--- src/rtl/hsce_pkg.sv ---
package hsce_pkg;

  localparam int ACK_BIT = 3;
  localparam int REQ_BIT = 4;
  localparam logic [7:0] PORT_IDLE = 8'h18;
  localparam logic [2:0] INBAND_CODE = 3'b111;

  typedef enum logic [1:0] {ST_IDLE, ST_CMD, ST_WAIT, ST_RSP} eng_state_e;
  typedef enum logic [1:0] {HS_QUIET, HS_RELEASE, HS_REQUEST, HS_BAD} hs_kind_e;

  // Length code: 0..6 literal, 7 means the count travels in-band (-1).
  function automatic logic signed [8:0] code_to_len(input logic [2:0] code);
    if (code == INBAND_CODE) return -9'sd1;
    return $signed({6'd0, code});
  endfunction

  function automatic logic signed [8:0] arg_len_of(input logic [7:0] cmd);
    return code_to_len(cmd[2:0]);
  endfunction

  function automatic logic signed [8:0] rsp_len_of(input logic [7:0] cmd);
    return code_to_len(cmd[5:3]);
  endfunction

  // True when a non-negative length equals the running count.
  function automatic logic count_reached(input logic [7:0] cnt,
                                         input logic signed [8:0] lim);
    return !lim[8] && ({1'b0, cnt} == lim[8:0]);
  endfunction

endpackage

--- src/rtl/hsce_hs_decode.sv ---
module hsce_hs_decode
  import hsce_pkg::*;
(
  input  logic       wr_en,
  input  logic       blocked,
  input  logic [7:0] wr_data,
  input  logic [7:0] cur,
  output logic       changed,
  output hs_kind_e   kind
);

  assign changed = wr_en && !blocked && (wr_data != cur);

  always_comb begin
    unique case ({wr_data[REQ_BIT], wr_data[ACK_BIT]})
      2'b11:   kind = HS_QUIET;
      2'b10:   kind = HS_RELEASE;
      2'b01:   kind = HS_REQUEST;
      default: kind = HS_BAD;
    endcase
  end

endmodule

--- src/rtl/hsce_byte_store.sv ---
module hsce_byte_store #(
  parameter int DEPTH = 32,
  localparam int IW = $clog2(DEPTH)
) (
  input  logic          clk,
  input  logic          rst_n,
  input  logic          we,
  input  logic [IW-1:0] widx,
  input  logic [7:0]    wdata,
  input  logic [IW-1:0] ridx,
  output logic [7:0]    rdata
);

  logic [7:0] cells [DEPTH];

  always_ff @(posedge clk) begin
    if (!rst_n) begin
      for (int i = 0; i < DEPTH; i++) cells[i] <= '0;
    end else if (we) begin
      for (int i = 0; i < DEPTH; i++)
        if (widx == IW'(i)) cells[i] <= wdata;
    end
  end

  assign rdata = cells[ridx];

endmodule

--- src/rtl/hs_cmd_engine.sv ---
module hs_cmd_engine
  import hsce_pkg::*;
#(
  parameter int BUF_DEPTH = 32,
  localparam int IW = $clog2(BUF_DEPTH),
  localparam int CW = $clog2(BUF_DEPTH + 1)
) (
  input  logic          clk,
  input  logic          rst_n,
  input  logic          port_wr_en,
  input  logic [7:0]    port_wr_data,
  output logic [7:0]    port_q,
  input  logic          sr_dir,
  input  logic [7:0]    sr_host_byte,
  output logic [7:0]    sr_dev_byte,
  output logic          sr_irq,
  output logic          hs_invalid,
  output logic          dir_error,
  output logic          busy,
  output logic          disp_start,
  output logic [7:0]    disp_cmd,
  output logic [CW-1:0] disp_arg_cnt,
  input  logic [IW-1:0] disp_arg_idx,
  output logic [7:0]    disp_arg_byte,
  input  logic          disp_rsp_we,
  input  logic [IW-1:0] disp_rsp_idx,
  input  logic [7:0]    disp_rsp_byte,
  input  logic          disp_done,
  input  logic          disp_known,
  input  logic [CW-1:0] disp_rsp_size
);

  localparam logic [CW-1:0] CAP = CW'(BUF_DEPTH);

  eng_state_e        state_q, state_d;
  logic [7:0]        port_d, cmd_q, cmd_d, sr_d;
  logic signed [8:0] alen_q, alen_d, rlen_q, rlen_d;
  logic [CW-1:0]     apos_q, apos_d, rpos_q, rpos_d, rsize_q, rsize_d;
  logic              zero_q, zero_d;
  logic              irq_d, bad_d, derr_d, start_d;
  logic              arg_we;
  logic [7:0]        rsp_rd;

  // Named events for the checker.
  logic     ev_chg;
  hs_kind_e ev_kind;

  hsce_hs_decode u_dec (
    .wr_en   (port_wr_en),
    .blocked (state_q == ST_WAIT),
    .wr_data (port_wr_data),
    .cur     (port_q),
    .changed (ev_chg),
    .kind    (ev_kind)
  );

  hsce_byte_store #(.DEPTH(BUF_DEPTH)) u_args (
    .clk   (clk),
    .rst_n (rst_n),
    .we    (arg_we),
    .widx  (apos_q[IW-1:0]),
    .wdata (sr_host_byte),
    .ridx  (disp_arg_idx),
    .rdata (disp_arg_byte)
  );

  hsce_byte_store #(.DEPTH(BUF_DEPTH)) u_rsp (
    .clk   (clk),
    .rst_n (rst_n),
    .we    (disp_rsp_we),
    .widx  (disp_rsp_idx),
    .wdata (disp_rsp_byte),
    .ridx  (rpos_q[IW-1:0]),
    .rdata (rsp_rd)
  );

  always_comb begin
    state_d = state_q;
    port_d  = port_q;
    cmd_d   = cmd_q;
    sr_d    = sr_dev_byte;
    alen_d  = alen_q;
    rlen_d  = rlen_q;
    apos_d  = apos_q;
    rpos_d  = rpos_q;
    rsize_d = rsize_q;
    zero_d  = zero_q;
    irq_d   = 1'b0;
    bad_d   = 1'b0;
    derr_d  = 1'b0;
    start_d = 1'b0;
    arg_we  = 1'b0;

    if (state_q == ST_WAIT) begin
      if (disp_done) begin
        if (disp_known)   rsize_d = disp_rsp_size;
        else if (rlen_q[8]) rsize_d = '0;
        else              rsize_d = rlen_q[CW-1:0];
        zero_d  = !disp_known;
        rpos_d  = '0;
        state_d = (rlen_q == 9'sd0) ? ST_IDLE : ST_RSP;
      end
    end else if (ev_chg) begin
      port_d = port_wr_data;
      unique case (ev_kind)
        HS_RELEASE: port_d[ACK_BIT] = 1'b1;
        HS_BAD:     bad_d = 1'b1;
        HS_REQUEST: begin
          port_d[ACK_BIT] = 1'b0;
          unique case (state_q)
            ST_IDLE: begin
              if (sr_dir) begin
                cmd_d   = sr_host_byte;
                alen_d  = arg_len_of(sr_host_byte);
                rlen_d  = rsp_len_of(sr_host_byte);
                apos_d  = '0;
                rpos_d  = '0;
                state_d = ST_CMD;
                irq_d   = 1'b1;
              end else begin
                derr_d = 1'b1;
              end
            end
            ST_CMD: begin
              if (sr_dir) begin
                if (alen_q[8]) begin
                  alen_d = $signed({1'b0, sr_host_byte});
                end else if (apos_q < CAP) begin
                  arg_we = 1'b1;
                  apos_d = apos_q + 1'b1;
                end
                irq_d = 1'b1;
              end else begin
                derr_d = 1'b1;
              end
            end
            default: begin
              if (!sr_dir) begin
                if (rlen_q[8]) begin
                  sr_d   = 8'(rsize_q);
                  rlen_d = $signed(9'(rsize_q));
                end else if (rpos_q < rsize_q) begin
                  sr_d   = zero_q ? 8'h00 : rsp_rd;
                  rpos_d = rpos_q + 1'b1;
                end
                irq_d = 1'b1;
              end else begin
                derr_d = 1'b1;
              end
            end
          endcase
          if (state_d == ST_CMD && count_reached(8'(apos_d), alen_d)) begin
            start_d = 1'b1;
            state_d = ST_WAIT;
          end
          if (state_d == ST_RSP && count_reached(8'(rpos_d), rlen_d))
            state_d = ST_IDLE;
        end
        default: ;
      endcase
    end
  end

  always_ff @(posedge clk) begin
    if (!rst_n) begin
      state_q     <= ST_IDLE;
      port_q      <= PORT_IDLE;
      cmd_q       <= '0;
      sr_dev_byte <= '0;
      alen_q      <= '0;
      rlen_q      <= '0;
      apos_q      <= '0;
      rpos_q      <= '0;
      rsize_q     <= '0;
      zero_q      <= 1'b0;
      sr_irq      <= 1'b0;
      hs_invalid  <= 1'b0;
      dir_error   <= 1'b0;
      disp_start  <= 1'b0;
    end else begin
      state_q     <= state_d;
      port_q      <= port_d;
      cmd_q       <= cmd_d;
      sr_dev_byte <= sr_d;
      alen_q      <= alen_d;
      rlen_q      <= rlen_d;
      apos_q      <= apos_d;
      rpos_q      <= rpos_d;
      rsize_q     <= rsize_d;
      zero_q      <= zero_d;
      sr_irq      <= irq_d;
      hs_invalid  <= bad_d;
      dir_error   <= derr_d;
      disp_start  <= start_d;
    end
  end

  assign busy         = (state_q == ST_WAIT);
  assign disp_cmd     = cmd_q;
  assign disp_arg_cnt = apos_q;

endmodule

--- config.mk ---
export PLATFORM = sky130hd
export DESIGN_NAME = hs_cmd_engine
export DESIGN_NICKNAME = d
export VERILOG_FILES = /design/src/rtl/hsce_pkg.sv /design/src/rtl/hsce_hs_decode.sv /design/src/rtl/hsce_byte_store.sv /design/src/rtl/hs_cmd_engine.sv
export SDC_FILE = /design/constraint.sdc
export NUM_CORES = 1
export LEC_CHECK = 0
export ABC_AREA = 1
export BUFFER_PORTS_ARGS = -buffer_cell sky130_fd_sc_hd__buf_2
export CAP_MARGIN = 0
export CORE_AREA = 2 2 297 299
export CTS_BUF_LIST = sky130_fd_sc_hd__clkbuf_8
export DETAILED_ROUTE_END_ITERATION = 12
export DIE_AREA = 0 0 299 301
export PLACE_DENSITY = 0.56
export SYNTH_ARGS = -nofsm -noshare
export SYNTH_HDL_FRONTEND = slang
export SYNTH_SLANG_ARGS = --single-unit
--- constraint.sdc ---
create_clock -name clk -period 2.5 [get_ports clk]
set_input_delay 0.125 -clock clk [delete_from_list [all_inputs] [get_ports clk]]
set_output_delay 0.125 -clock clk [all_outputs]
set_load 0.02 [all_outputs]
==> metrics.txt <==
status completed; RSZ-0062 raised after global routing false; #FFs+latches synth a little under 600; DR iter-0 viols between 1500 and 2000; Synth-to-Final Area Change 16.8%; number of buffers added on ports 89; arrival time worst endpoint 2.30 ns; hpwl dp just over 50000 um; initial antenna violation count 0; Worst Path Class, Setup flip-flop to output pin; CTS tree built; hold path startpoint port_wr_en; Max Buffers Root-to-Sink 3; switching part of the total 25.3%; Final GP Congestion slightly below 0.9; Placed Cells between 3000 and 4000; Max stage delay on crit path around 0.38 ns; Synth Area in Simple Gates about 18%; synthesized cell area between 20000 and 30000 um^2; Residual DRC 0; die width 299 um; Register Area ~17000 um^2; part of the power in registers 54.5%; Reg clk slew, reported paths around 0.060 ns; row count around 110; Worst VDD drop about 0.38 mV; post-synthesis adder-cell area fraction less than 1%; Post-Route Skew 0.0406 ns; diode count 0; final setup TNS 0 ns; RR Startpoint rsize_q[5]; worst-margin pin slew 0.662 ns; Worst Setup SP u_args.cells[26][1]; Post-synth top flop edfxtp_1; Area contributors post-synth edfxtp_1 59%, nor2_1 9.6%, o21ai_0 6.0%; post-synthesis mux area share 0%; Synth Area in Compound Gates 12.6%; area of the multi-input gates slightly above 8000 um^2; fin nets about 2800; vias approximately 20000; list of most frequent post-synthesis cells 661 x nor2_1, 512 x edfxtp_1, 311 x o21ai_0; Max Slew Vio Count 0; Required @ worst endpoint between 2 and 2.5 ns; Async SR Flop Fraction 0%; Clk pwr share 37.2%; Clock Latency Late Sink between 0.6 and 0.7 ns; Die ar. between 80000 and 90000 um^2; startpoint types flip-flop; layout cells sized above 1 between 10% and 20%; Syn Inst Count 2542; CP Cell Sequence o21ai_0 > o22ai_1 > nor2_1 > nor2_1 > o21ai_0 > a32oi_1 > buf_2; gr ovfl total 0; leading area contributor after synthesis edfxtp_1; worst hold path class input port to flip-flop; largest net degree at the start of global routing 80; antenna-violating nets left 0; # IOs 90; slowest CP cell a32oi_1; total track usage 16.7%; Die Ht ~300 um; vias in the first global route around 19000; TritonCTS Sinks a little under 600; Syn Area/Cell roughly 10 um^2; Tmin final ~2.4 ns; Final setup viols 0; Switch Pwr ~5.3 mW; H-tree depth 3; Synth Net Count between 2000 and 3000; Int Pwr ~16 mW; final cell count without fillers a little under 4000; Netlist cell types between 40 and 50; share of the synthesized area in the top cell type between 50% and 60%; Power Density ~690 nW/um^2; Post-Synth XOR/XNOR Area less than 1%; Seq/Total Area, Yosys 64.9%; crit end category output pin; first-pass GRT wire length 116000 um; CTS buffer count 96; most frequent cell after synthesis nor2_1; max-cap viol count 0; period utilisation layout 97.1%; WL final between 70000 and 80000 um; drt wl/cell around 19 um; maximum fanout along the worst path 1; Fin. Hold Viols 0; Gate power share between 8 and 9%; slew margin rel. ~56%; Root Driver clkbuf_8; Ys Warns 0; EDFF count, synth between 500 and 600; Max Clk Rate around 0.41 GHz; Pre-antenna DRT Iters 6; vias per inst around 5.0; leakage power 11.2 nW; largest family of logic cells by synthesized area simple AND/OR/NAND/NOR gates; initial core utilization between 20 and 30%; core area slightly below 90000 um^2; setup bufs post-CTS 0; fill count just under 9000
sequential cells by signal (all words and copies together), names as in the netlist, 2 cells and up, named ones only:
name	count
port_q	8
rsize_q	6
disp_arg_cnt	6
rpos_q	6
disp_cmd	8
rlen_q	9
alen_q	9
sr_dev_byte	8
u_rsp.cells	256
state_q	2
u_args.cells	256
path summary, 6_finish.rpt:
path | end | slack, ns | cells past startpoint
setup / recovery | disp_arg_byte[1] | 0.07 | 7
hold / removal | port_q[6] | 0.06 | 6
setup reg to reg | state_q[1] | 0.20 | 14
hold reg to reg | disp_cmd[5] | 0.46 | 2
cells in the final DEF (no fill, tap or decap), drive strengths merged, types with 9 or more instances in the layout:
cell / synthesis / routed
a31oi: 12 / 12
dlygate4sd3: 0 / 42
nor2: 677 / 677
edfxtp: 512 / 512
clkinv: 3 / 35
dfxtp: 72 / 72
ha: 14 / 14
clkbuf: 138 / 99
xnor2: 9 / 9
o22ai: 42 / 42
inv: 101 / 139
buf: 20 / 184
nand3: 120 / 120
o221ai: 90 / 90
nand2: 305 / 305
o21ai: 323 / 323
a21oi: 59 / 59
cells by family (layout without fill, tap and decap cells):
| group | after synthesis | in the layout |
|---|---|---|
| buffers and inverters | 262 | 503 |
| adder cells (fa/ha/maj) | 14 | 14 |
| AND/OR/NAND/NOR | 1119 | 1119 |
| XOR/XNOR | 10 | 10 |
| AO/OA/AOI/OAI | 553 | 553 |
| flip-flops | 584 | 584 |
worst max-delay path: cells and delay by family, from the launching register on:
family	cells	cell delay [ns]
buffers and inverters	1	0.25
AND/OR/NAND/NOR	2	0.17
flip-flops	1	0.31
AO/OA/AOI/OAI	4	0.91
area by class of cell:
cell class | instances | area share [%]
Clock buffer | 99 | 4.50
Clock inverter | 74 | 1.22
Inverter | 104 | 1.30
Multi-Input combinational cell | 1696 | 26.8
Sequential cell | 584 | 55.6
Tap cell | 1155 | 4.78
Timing Repair Buffer | 226 | 5.81
timing repair:
action	in CTS	in global routing
hold buffers	42	0
endpoints found under the hold margin	37	0
endpoints found under the setup margin	2	6
pin swaps	1	1
resized for setup	2	6
power groups by stage:
| stage | Clock (mW) | Sequential, mW | Combinational [mW] |
|---|---|---|---|
| final | 7.74 | 11.3 | 1.74 |
| after global placement | 0 | 11.5 | 1.67 |
| after CTS | 7.88 | 11.3 | 1.73 |
| after floorplan | 0 | 11.5 | 0.990 |
| after global routing | 8.26 | 11.4 | 1.91 |
| after detailed placement | 0 | 11.5 | 1.67 |
layer usage:
layer,vias up,GRT usage (%),wire [um]
li1,9315,-,-
met2,720,27.4,36100
met5,-,0,0
met4,0,4.90,1930
met3,119,2.51,4730
met1,9620,22.8,33600
per-stage QoR:
stage / utilization, % / setup WS, ns / hold slack (ns) / cell area (um^2) / total power, mW
3_5_place_dp: 32.5 / 0.237 / 0.344 / 28100 / 13.2
6_report: 35.0 / 0.0722 / 0.0608 / 30300 / 20.8
4_1_cts: 35.0 / 0.000303 / 0.00857 / 30200 / 21.0
5_1_grt: 35.0 / 0.00313 / 0.0611 / 30300 / 21.6
3_3_place_gp: 32.5 / 0.210 / 0.347 / 28100 / 13.2
2_1_floorplan: - / 0.282 / 0.203 / 25900 / 12.5
(Power assumes the default switching activity.)
